--- src/rtl/bsync_pkg.sv ---
package bsync_pkg;

    // Per-participant state: free to run, or parked at the barrier.
    typedef enum logic {
        PT_RUN  = 1'b0,
        PT_WAIT = 1'b1
    } part_state_t;

    // Global phase: collecting arrivals, or letting the group leave.
    typedef enum logic {
        GB_GATHER = 1'b0,
        GB_DRAIN  = 1'b1
    } phase_t;

endpackage

--- src/rtl/bsync_part.sv ---
module bsync_part
    import bsync_pkg::*;
(
    input  logic clk,
    input  logic rst_n,
    input  logic arrive,
    input  logic flag,
    output logic accept,
    output logic leaving,
    output logic sense,
    output logic go
);

    part_state_t st_q, st_d;
    logic        sense_q, sense_d;

    // State register
    always_ff @(posedge clk or negedge rst_n) begin
        if (!rst_n) begin
            st_q    <= PT_RUN;
            sense_q <= 1'b0;
        end else begin
            st_q    <= st_d;
            sense_q <= sense_d;
        end
    end

    // Next state: enter on accepted arrival, leave when flag matches sense
    always_comb begin
        st_d    = st_q;
        sense_d = sense_q;
        unique case (st_q)
            PT_RUN: begin
                if (arrive) begin
                    st_d    = PT_WAIT;
                    sense_d = ~sense_q;
                end
            end
            PT_WAIT: begin
                if (flag == sense_q) begin
                    st_d = PT_RUN;
                end
            end
            default: st_d = PT_RUN;
        endcase
    end

    // Outputs
    always_comb begin
        accept  = (st_q == PT_RUN) && arrive;
        leaving = (st_q == PT_WAIT) && (flag == sense_q);
        sense   = sense_q;
        go      = (st_q == PT_RUN);
    end

    AST_ACCEPT_TOGGLES: assert property (@(posedge clk) disable iff (!rst_n)
        (go && arrive) |=> (sense != $past(sense)) && !go) else $error("accept");

    AST_WAIT_SENSE_HELD: assert property (@(posedge clk) disable iff (!rst_n)
        (!go) |=> $stable(sense)) else $error("dup arrive changed sense");

    AST_WAIT_BLOCKED: assert property (@(posedge clk) disable iff (!rst_n)
        (!go && (flag != sense)) |=> !go) else $error("early release");

    AST_GO_HELD: assert property (@(posedge clk) disable iff (!rst_n)
        (go && !arrive) |=> go) else $error("go dropped");

endmodule

--- src/rtl/bsync_count.sv ---
module bsync_count #(
    parameter int NUM_PART = 4,
    localparam int CW = $clog2(NUM_PART + 1)
) (
    input  logic                clk,
    input  logic                rst_n,
    input  logic                en,
    input  logic [NUM_PART-1:0] accept,
    output logic                done,
    output logic [CW-1:0]       cnt
);

    logic [CW-1:0] cnt_q, cnt_d, pop, total;

    always_comb begin
        pop = '0;
        for (int i = 0; i < NUM_PART; i++) begin
            pop = pop + CW'(accept[i]);
        end
    end

    always_comb begin
        total = cnt_q + pop;
        done  = en && (total == CW'(NUM_PART));
        if (!en)       cnt_d = cnt_q;
        else if (done) cnt_d = '0;
        else           cnt_d = total;
    end

    always_ff @(posedge clk or negedge rst_n) begin
        if (!rst_n) cnt_q <= '0;
        else        cnt_q <= cnt_d;
    end

    assign cnt = cnt_q;

    AST_NO_OVERFLOW: assert property (@(posedge clk) disable iff (!rst_n)
        cnt_q < CW'(NUM_PART)) else $error("count overflow");

    AST_CLEAR_ON_DONE: assert property (@(posedge clk) disable iff (!rst_n)
        done |=> (cnt_q == '0)) else $error("count not cleared");

endmodule

--- src/rtl/bsync_barrier.sv ---
module bsync_barrier
    import bsync_pkg::*;
#(
    parameter int NUM_PART = 4
) (
    input  logic                clk,
    input  logic                rst_n,
    input  logic [NUM_PART-1:0] arrive_i,
    output logic [NUM_PART-1:0] sense_o,
    output logic [NUM_PART-1:0] go_o,
    output logic                flag_o
);

    localparam int CW = $clog2(NUM_PART + 1);

    logic [NUM_PART-1:0] accept, leaving, sense_v, go_v;
    logic                done;
    logic [CW-1:0]       cnt;
    phase_t              ph_q, ph_d;
    logic                flag_q, flag_d;

    for (genvar g = 0; g < NUM_PART; g++) begin : g_part
        bsync_part u_part (
            .clk     (clk),
            .rst_n   (rst_n),
            .arrive  (arrive_i[g]),
            .flag    (flag_q),
            .accept  (accept[g]),
            .leaving (leaving[g]),
            .sense   (sense_v[g]),
            .go      (go_v[g])
        );
    end

    bsync_count #(.NUM_PART(NUM_PART)) u_count (
        .clk    (clk),
        .rst_n  (rst_n),
        .en     (ph_q == GB_GATHER),
        .accept (accept),
        .done   (done),
        .cnt    (cnt)
    );

    // Phase and flag register
    always_ff @(posedge clk or negedge rst_n) begin
        if (!rst_n) begin
            ph_q   <= GB_GATHER;
            flag_q <= 1'b0;
        end else begin
            ph_q   <= ph_d;
            flag_q <= flag_d;
        end
    end

    // Phase transitions: complete and reopen
    always_comb begin
        ph_d   = ph_q;
        flag_d = flag_q;
        unique case (ph_q)
            GB_GATHER: begin
                if (done) begin
                    ph_d   = GB_DRAIN;
                    flag_d = ~flag_q;
                end
            end
            GB_DRAIN: begin
                if (&leaving) ph_d = GB_GATHER;
            end
            default: ph_d = GB_GATHER;
        endcase
    end

    // Outputs
    always_comb begin
        sense_o = sense_v;
        go_o    = go_v;
        flag_o  = flag_q;
    end

    AST_DRAIN_QUIET: assert property (@(posedge clk) disable iff (!rst_n)
        (ph_q == GB_DRAIN) |-> (accept == '0)) else $error("arrival during drain");

    AST_FLAG_MATCHES: assert property (@(posedge clk) disable iff (!rst_n)
        (ph_q == GB_DRAIN) |-> (sense_v == {NUM_PART{flag_q}})) else $error("flag mismatch");

    AST_ALL_GO: assert property (@(posedge clk) disable iff (!rst_n)
        !$stable(flag_q) |=> (go_v == '1)) else $error("release missing");

    AST_FLAG_ONLY_ON_DONE: assert property (@(posedge clk) disable iff (!rst_n)
        !done |=> $stable(flag_q)) else $error("spurious flip");

    AST_COUNT_ZERO_IN_DRAIN: assert property (@(posedge clk) disable iff (!rst_n)
        (ph_q == GB_DRAIN) |-> (cnt == '0)) else $error("stale count");

endmodule

--- config.mk ---
export PLATFORM = sky130hd
export DESIGN_NAME = bsync_barrier
export DESIGN_NICKNAME = d
export VERILOG_FILES = /design/src/rtl/bsync_pkg.sv /design/src/rtl/bsync_part.sv /design/src/rtl/bsync_count.sv /design/src/rtl/bsync_barrier.sv
export SDC_FILE = /design/constraint.sdc
export NUM_CORES = 1
export LEC_CHECK = 0
export BUFFER_PORTS_ARGS = -buffer_cell sky130_fd_sc_hd__clkbuf_2
export CELL_PAD_IN_SITES_DETAIL_PLACEMENT = 1
export CELL_PAD_IN_SITES_GLOBAL_PLACEMENT = 1
export CORE_AREA = 2 2 47 49
export DETAILED_ROUTE_END_ITERATION = 8
export DIE_AREA = 0 0 49 51
export GPL_TIMING_DRIVEN = 1
export PLACE_DENSITY_LB_ADDON = 0.1
export RECOVER_POWER = 25
export SYNTH_ARGS = -nofsm -noshare
export SYNTH_HDL_FRONTEND = slang
export SYNTH_SLANG_ARGS = --single-unit
--- constraint.sdc ---
create_clock -name clk -period 4.15 [get_ports clk]
set_input_delay 0.2075 -clock clk [delete_from_list [all_inputs] [get_ports clk]]
set_output_delay 0.2075 -clock clk [all_outputs]
set_load 0.1 [all_outputs]
* Word-level counts from Yosys, hierarchy flattened
Cells that the tools add are included.
Word-level totals: logic and storage cells 61, input bits 6, register bits 13, output and inout port bits 9
Operators by class: muxes and demuxes 16, $add $sub $neg 4, reductions and logical operators 15, equal/unequal tests 5, bitwise operators 10
Operator list (count):
- $mux W1 | 10
- $not A1 Y1 | 10
- $pmux W1 S2 | 5
- $reduce_and A2 Y1 | 5
- $logic_and A1 B1 Y1 | 9
- $add A3 B1 Y3 | 2
- $eq A1 B1 Y1 | 4
- $reduce_and A4 Y1 | 1
- $add A3 B3 Y3 | 1
- $eq A3 B3 Y1 const B | 1
- $mux W3 | 1
- $add A1 B1 Y2 | 1

* Logic depth before layout (Yosys ltp)
Gate-level depths: netlist of run 1.
depth in word-level cells 10, gate-level depth with buffers 10, gate-level depth less buffers 10

* Hierarchy
A second synthesis of run 1 with hierarchy kept.
Unflattened totals: cells, all modules 61, area total of the unflattened synthesis 699.4 sq um
By module, submodules not included:
- bsync_part | sequential area each 50.0 sq um, area an instance 95.1 sq um, times used 4, cells an instance 9
- bsync_count | sequential area each 75.1 sq um, area an instance 217.7 sq um, times used 1, cells an instance 18
- bsync_barrier | sequential area each 50.0 sq um, area an instance 101.3 sq um, times used 1, cells an instance 7

* Worst setup path after synthesis of run 1
OpenSTA, ideal clock, no wires.
path kind reg2reg, from register g_part[1].u_part.st_q, to register ph_q, library setup time 119 ps, slack 1478 ps, arrival time 2553 ps, stages on the path, launching flop included 11, period minus slack after synthesis 2672 ps, required time 4031 ps, buffers on the path 0, cell sequence dfrtp_1 -> nor2b_1 -> ha_1 -> inv_1 -> fa_1 -> inv_1 -> ha_1 -> fa_1 -> xor2_1 -> mux2i_1 -> a21bo_1
On the way: word-level cells in the longest chain between the ends 10, elaborated cells on any way between the ends 13, classes of those cells 4 x add/sub; 1 x eq/ne; 3 x mux; 1 x bitwise; 4 x reduce/logical
RTL lines:
- from (decl) | line bsync_part.sv:14 | part_state_t st_q, st_d;
- from (signal assigned) | line bsync_part.sv:23 | st_q <= st_d;
- $not A1 Y1 | line bsync_part.sv:50 | accept = (st_q == PT_RUN) && arrive;
- $logic_and A1 B1 Y1 | line bsync_part.sv:50
- net g_part[1].u_part.accept | line bsync_part.sv:8 | output logic accept,
- $add A1 B1 Y2 | line bsync_count.sv:18 | pop = pop + CW'(accept[i]);
- $add A3 B1 Y3 (2 in a row) | line bsync_count.sv:18
- $add A3 B3 Y3 | line bsync_count.sv:23 | total = cnt_q + pop;
- $eq A3 B3 Y1 | line bsync_count.sv:24 | done = en && (total == CW'(NUM_PART));
- $logic_and A1 B1 Y1 | line bsync_count.sv:24
- $mux W1 | line bsync_barrier.sv:61 | if (done) begin
- $pmux W1 S2 | line bsync_barrier.sv:59 | unique case (ph_q)
- net ph_d | line bsync_barrier.sv:19 | phase_t ph_q, ph_d;
- to (signal assigned) | line bsync_barrier.sv:50 | ph_q <= ph_d;
- to (decl) | line bsync_barrier.sv:19
The timed path passes the listed nets, and every way through them passes these cells. A chain may end at the register's enable or synchronous reset.

* Final worst setup path of run 1
Ends and elaborated chain as after synthesis.

==> impl_results.md, run 1 <==
* Required time at the worst-slack endpoint at 4.31 ns
* Total detailed-routing wirelength at around 1.3 mm
* Fillcell total at ~250
* Drt drc at 0
* Pins over their slew limit at 0
* Number of placed I/O pins at 15
* Max transition margin at 0.530
* Unrepaired setup endpoints after global routing: no
* Crit-path max FO at 4
* Gr usage total at 0.122
* H-Tree Depth at 1
* Seq cells post-synth at 13
* Num CTS Buffers at 3
* Synth async-reset ratio at 1.00
* Post-detailed-route count of antenna-violating nets at 0
* Die Area at 2500 um^2
* Via count of the first global-routing pass at 470
* Wire length of the first global-routing pass at 2.29 mm
* Maximum count of clock buffers along a single path at 2
* Via/cell ratio at 4.45
* First-iteration detailed-routing DRC count at 2
* Worst setup path class: reg -> reg
* CTS Root Cell: clkbuf_4
* Worst-Margin Slew at just over 0.7 ns
* Clock Latency Late Sink at 0.27 ns
* Combined area of the multi-input logic cells at 343 um^2
* Hold/Removal Path Class: in -> reg
* Seq/Total Area, Yosys at 0.417
* Clock period minus final worst setup slack at about 2.9 ns
* Layout-stage area growth over the synthesis result at 7.37%
* Floorplan die height at 51 um
* First-pass iteration count of the detailed router at 2
* Netlist area before placement at ~800 um^2
* Post-synth net total at 80
* Count of cell types in the netlist at 22
* Storage element area at 325 um^2
* Critical path data arrival time at 3.04 ns
* Global placer's final weighted congestion at 0.632
* Number of antenna violations at the first check in global routing at 0
* Achievable frequency at 348 MHz
* Mean post-synth cell area at 11.3 um^2
* Core area at 2060 um^2
* Final Skew at 0.00216 ns
* Std-Cell Rows at 17
* Clock tree sinks at 13
* Accumulated negative setup slack at 0 ns
* Chip width at 49 um
* Count of mapped cells out of synthesis at just under 70
* Synth warnings at 0
* Hold path start: arrive_i[2]
* Pin count of the biggest net entering global routing at 14
* Number of synthesized flops with an enable pin at 0
* Type of origin of the critical path: flip-flop
* Ant. Diodes at 0
* Dominant register cell in the synthesized netlist: dfrtp_1
* Result of the run: finished, final reports clean
* TritonCTS clock tree: yes
* Worst reg2reg path startpoint: g_part[1].u_part.st_q$_DFF_PN0_
* Initial cell density of the core at 0.378
* Residual overflow from global routing at 0
* Fraction of final layout cells with drive strength greater than 1 at 0.256
* Max_cap viols at 0
* Worst Setup End Kind: flip-flop
* Routed WL per cell at 12.0 um
* NumNets Final at 90
* Count of final setup violators at 0
* Clock-pin slew on the worst setup and hold paths at 0.08 ns
* Via count at between 400 and 500
* Hold Vio Cnt, Final at 0
* Share of the cycle needed by the critical path after routing at 0.693
* Detailed placer's ending HPWL at 992 um
* Port Buf Inserts at 14
* Setup crit start: g_part[1].u_part.st_q$_DFF_PN0_
* Resized cells post-CTS at 0
-- metrics by stage --
stage / setup WS, ns / std cells / instance area, um^2 / util / hold WS [ns]
after floorplan: 1.48 / 69 / 781 / - / -0.0881
after global placement: 1.32 / 101 / 803 / 0.389 / 0.123
after detailed placement: 1.25 / 101 / 803 / 0.389 / 0.122
after CTS: 1.23 / 106 / 840 / 0.407 / 0.250
after global routing: 1.02 / 106 / 838 / 0.406 / 0.276
final: 1.27 / 106 / 838 / 0.406 / 0.253
-- layer usage --
metal | GRT usage | share of wire
met1 | 0.172 | 0.52
met2 | 0.176 | 0.43
met3 | 0.0409 | 0.052
met4 | 0.0429 | 0
met5 | 0 | 0
-- cell type report --
class                           count  share of cell area
Tap cell                           28              0.0418
Multi-Input combinational cell     38               0.409
Inverter                            8              0.0358
Sequential cell                    13               0.388
Timing Repair Buffer               15              0.0940
Clock buffer                        4              0.0313
-- kinds of logic (layout without fill, tap and decap cells) --
logic type               after synthesis  after routing  share of synthesized area
buffers and inverters                 18             27                      0.144
flip-flops                            13             13                      0.417
AND/OR/NAND/NOR                       12             12                      0.109
XOR/XNOR                              10             10                      0.112
AO/OA/AOI/OAI                          7              7                     0.0641
adder cells (fa/ha/maj)                5              5                     0.0994
multiplexers                           4              4                     0.0545
-- cell usage after synthesis, types with 2 or more instances --
| cell type | n | share of area |
|---|---|---|
| dfrtp_1 | 13 | 0.42 |
| buf_4 | 8 | 0.077 |
| inv_1 | 8 | 0.038 |
| xor2_1 | 6 | 0.067 |
| xnor2_1 | 4 | 0.045 |
| ha_1 | 3 | 0.048 |
| nor2b_1 | 3 | 0.024 |
| a21o_1 | 2 | 0.019 |
| and4_1 | 2 | 0.022 |
| buf_6 | 2 | 0.029 |
| fa_1 | 2 | 0.051 |
| mux2_2 | 2 | 0.029 |
| mux2i_1 | 2 | 0.026 |
| nand2_1 | 2 | 0.0096 |
| nor2_1 | 2 | 0.0096 |
| o21ai_0 | 2 | 0.013 |
-- state kept, by name, summed over array words and instances, names as in the netlist --
register	flops
flag_o	1
g_part.u_part.sense	4
g_part.u_part.st_q	4
ph_q	1
u_count.cnt	3
-- repair_timing --
item	CTS	global route
hold buffers	1	0
setup buffers	0	0
endpoints found under the hold margin	13	0
-- layout by cell type (no fill, tap or decap), drive strengths merged --
master | synthesis | layout
nor2 | 2 | 2
nor4 | 2 | 2
inv | 8 | 8
fa | 2 | 2
mux2i | 2 | 2
o21ai | 2 | 2
o21bai | 1 | 1
o211ai | 1 | 1
and4 | 2 | 2
nand2 | 2 | 2
clkbuf | 0 | 18
ha | 3 | 3
dlygate4sd3 | 0 | 1
nor4b | 1 | 1
a21o | 2 | 2
a21bo | 1 | 1
xnor2 | 4 | 4
xor2 | 6 | 6
mux2 | 2 | 2
dfrtp | 13 | 13
nor2b | 3 | 3
-- final timing paths --
kind	cells after the start	slack, ns	endpoint
setup / recovery	10	1.27	ph_q$_DFF_PN0_
hold / removal	3	0.25	g_part[2].u_part.st_q$_DFF_PN0_
setup reg to reg	10	1.27	ph_q$_DFF_PN0_
hold reg to reg	1	0.52	u_count.cnt[0]$_DFFE_PN0N_
max in group asynchronous	2	3.20	u_count.cnt[2]$_DFFE_PN0N_
min in group asynchronous	2	0.51	g_part[1].u_part.st_q$_DFF_PN0_
-- critical path, cell delays in order, from the launching register on --
cell and delay [ns]:
dfrtp_1 0.41, nor2b_1 0.25, ha_1 0.18, inv_1 0.05, fa_1 0.47, inv_1 0.04, ha_1 0.18, fa_1 0.37
xor2_1 0.28, mux2i_1 0.30, a21bo_1 0.23
Power of run 1 is not shown: default switching activity piles up to over one toggle a cycle in this logic, so the estimate is an artifact.
==> run 2: changes to the inputs <==
==> constraint.sdc (replaced) <==
create_clock -name clk -period 2.9 [get_ports clk]
set_input_delay 0.145 -clock clk [delete_from_list [all_inputs] [get_ports clk]]
set_output_delay 0.145 -clock clk [all_outputs]
set_load 0.1 [all_outputs]
==> impl_results.md, run 2 (synthesized netlist as in run 1, its figures left out) <==
* Core area at 2060 um^2 (unchanged)
* Wire length of the first global-routing pass at 2.44 mm (+6.6%)
* Max transition margin at 0.525 (-0.00469)
* Fraction of final layout cells with drive strength greater than 1 at 0.325 (+0.0686)
* TritonCTS clock tree: yes
* Crit path cell chain: nor2b_2 > ha_1 > inv_1 > fa_1 > inv_1 > ha_1 > fa_1 > xor2_2 > mux2i_2 > a21bo_1
* Result of the run: finished, final reports clean
* Achievable frequency at 368 MHz (+5.9%)
* CTS Root Cell: clkbuf_4
* Global placer's final weighted congestion at 0.648 (+2.6%)
* Clock-pin slew on the worst setup and hold paths at 0.08 ns (about the same)
* Detailed placer's ending HPWL at 1.05 mm (+6.0%)
* Via/cell ratio at 4.52 (+1.5%)
* Routed WL per cell at 12.1 um (+0.84%)
* Maximum count of clock buffers along a single path at 2 (unchanged)
* Required time at the worst-slack endpoint at 3.07 ns (-1.24 ns)
* Total detailed-routing wirelength at 1.31 mm (+2.7%)
* Ant. Diodes at 0 (unchanged)
* Num CTS Buffers at 3 (unchanged)
* Clock period minus final worst setup slack at 2.71 ns (-0.161 ns)
* Worst-Margin Slew at 0.712 ns (+0.00704 ns)
* Pin count of the biggest net entering global routing at 14 (unchanged)
* Chip width at 49 um (unchanged)
* Final hold slack at 0.188 ns (-0.0653 ns)
* Commonest non-fill, non-tap cells in the layout: dfrtp_1, clkbuf_2, inv_1
* Worst path max stage delay at 0.47 ns (about the same)
* Die Area at 2500 um^2 (unchanged)
* Std-Cell Rows at 17 (unchanged)
* Cell with the biggest individual delay on the critical path: fa_1
* Pins over their slew limit at 0 (unchanged)
* Worst setup path class: reg -> reg
* Share of the cycle needed by the critical path after routing at 0.936 (+0.243)
* Hold/Removal Path Class: in -> reg
* Via count of the first global-routing pass at 521 (+11%)
* Hold Vio Cnt, Final at 0 (unchanged)
* Clock tree sinks at 13 (unchanged)
* NumNets Final at 92 (+2.2%)
* Crit-path max FO at 4 (unchanged)
* Non-filler instance count after layout at 108 (+1.9%)
* Drt drc at 0 (unchanged)
* Count of final setup violators at 0 (unchanged)
* Unrepaired setup endpoints after global routing: no
* Clock Latency Late Sink at 0.27 ns (about the same)
* Post-detailed-route count of antenna-violating nets at 0 (unchanged)
* Placed cell areas at 818 um^2 (+1.9%)
* Area of all placed cells without fillers at 870 um^2 (+3.7%)
* Critical path data arrival time at 2.88 ns (-0.16 ns)
* Layout-stage area growth over the synthesis result at 11.4%
* Residual overflow from global routing at 0 (unchanged)
* First-iteration detailed-routing DRC count at 0 (-2)
* Type of origin of the critical path: flip-flop
* Placed cell count at 103 (+2.0%)
* Port Buf Inserts at 14 (unchanged)
* Final Skew at 0.00295 ns (+0.000783 ns)
* First-pass iteration count of the detailed router at 1 (-1)
* Number of antenna violations at the first check in global routing at 0 (unchanged)
* Number of placed I/O pins at 15 (unchanged)
* Gr usage total at 0.131 (+0.00859)
* H-Tree Depth at 1 (unchanged)
* Worst Setup End Kind: flip-flop
* Initial cell density of the core at 0.378 (unchanged)
* Accumulated negative setup slack at 0 ns (unchanged)
* Floorplan die height at 51 um (unchanged)
* Max_cap viols at 0 (unchanged)
* Via count at 488 (+3.4%)
==> run 2: timing repair <==
| action | in CTS | in global routing |
|---|---|---|
| endpoints found under the setup margin | 0 | 2 |
| hold buffers | 1 | 0 |
| hold endpoints to repair | 13 | 0 |
| buffers inserted | 0 | 0 |
| gates resized for setup | 0 | 4 |
==> run 2: final timing paths <==
| kind | depth (start not counted) | end | slack (ns) | startpoint |
|---|---|---|---|---|
| min in group asynchronous | 2 | g_part[0].u_part.sense$_DFFE_PN0N_ | 0.43 | rst_n |
| setup / recovery | 10 | ph_q$_DFF_PN0_ | 0.19 | g_part[0].u_part.st_q$_DFF_PN0_ |
| setup reg to reg | 10 | ph_q$_DFF_PN0_ | 0.19 | g_part[0].u_part.st_q$_DFF_PN0_ |
| hold / removal | 3 | g_part[2].u_part.st_q$_DFF_PN0_ | 0.19 | arrive_i[2] |
| max in group asynchronous | 2 | u_count.cnt[2]$_DFFE_PN0N_ | 2.02 | rst_n |
| hold reg to reg | 1 | u_count.cnt[0]$_DFFE_PN0N_ | 0.52 | u_count.cnt[0]$_DFFE_PN0N_ |
==> run 2: metal layers <==
metal	vias up	GRT usage	routed length (um)
li1	238	-	-
met1	236	0.185	660
met2	12	0.194	593
met3	2	0.0263	47
met4	0	0.0571	11
met5	-	0	0
==> run 2: through the flow <==
step | worst slack (ns) | util
final | 0.185 | 0.421
after global routing | 0.0200 | 0.421
after CTS | 0.0628 | 0.414
after detailed placement | 0.104 | 0.397
after global placement | 0.0923 | 0.397
after floorplan | 0.228 | -
==> run 2: final cells by class <==
class                           instances  area, um^2
Fill cell                             244        1190
Sequential cell                        13         325
Clock buffer                            4        26.3
Multi-Input combinational cell         38         359
Tap cell                               28        35.0
Inverter                                8        30.0
Timing Repair Buffer                   17        93.8
==> run 2: critical path, delay by kind of cell, from the launching register on <==
family	cells	cell delay (ns)
mux	1	0.26
buf+inv	2	0.08
flops	1	0.41
xor+xnor	1	0.22
compound gates	1	0.22
simple gates	1	0.07
fa+ha+maj	4	1.34
Power of run 2 is left out for the same reason.
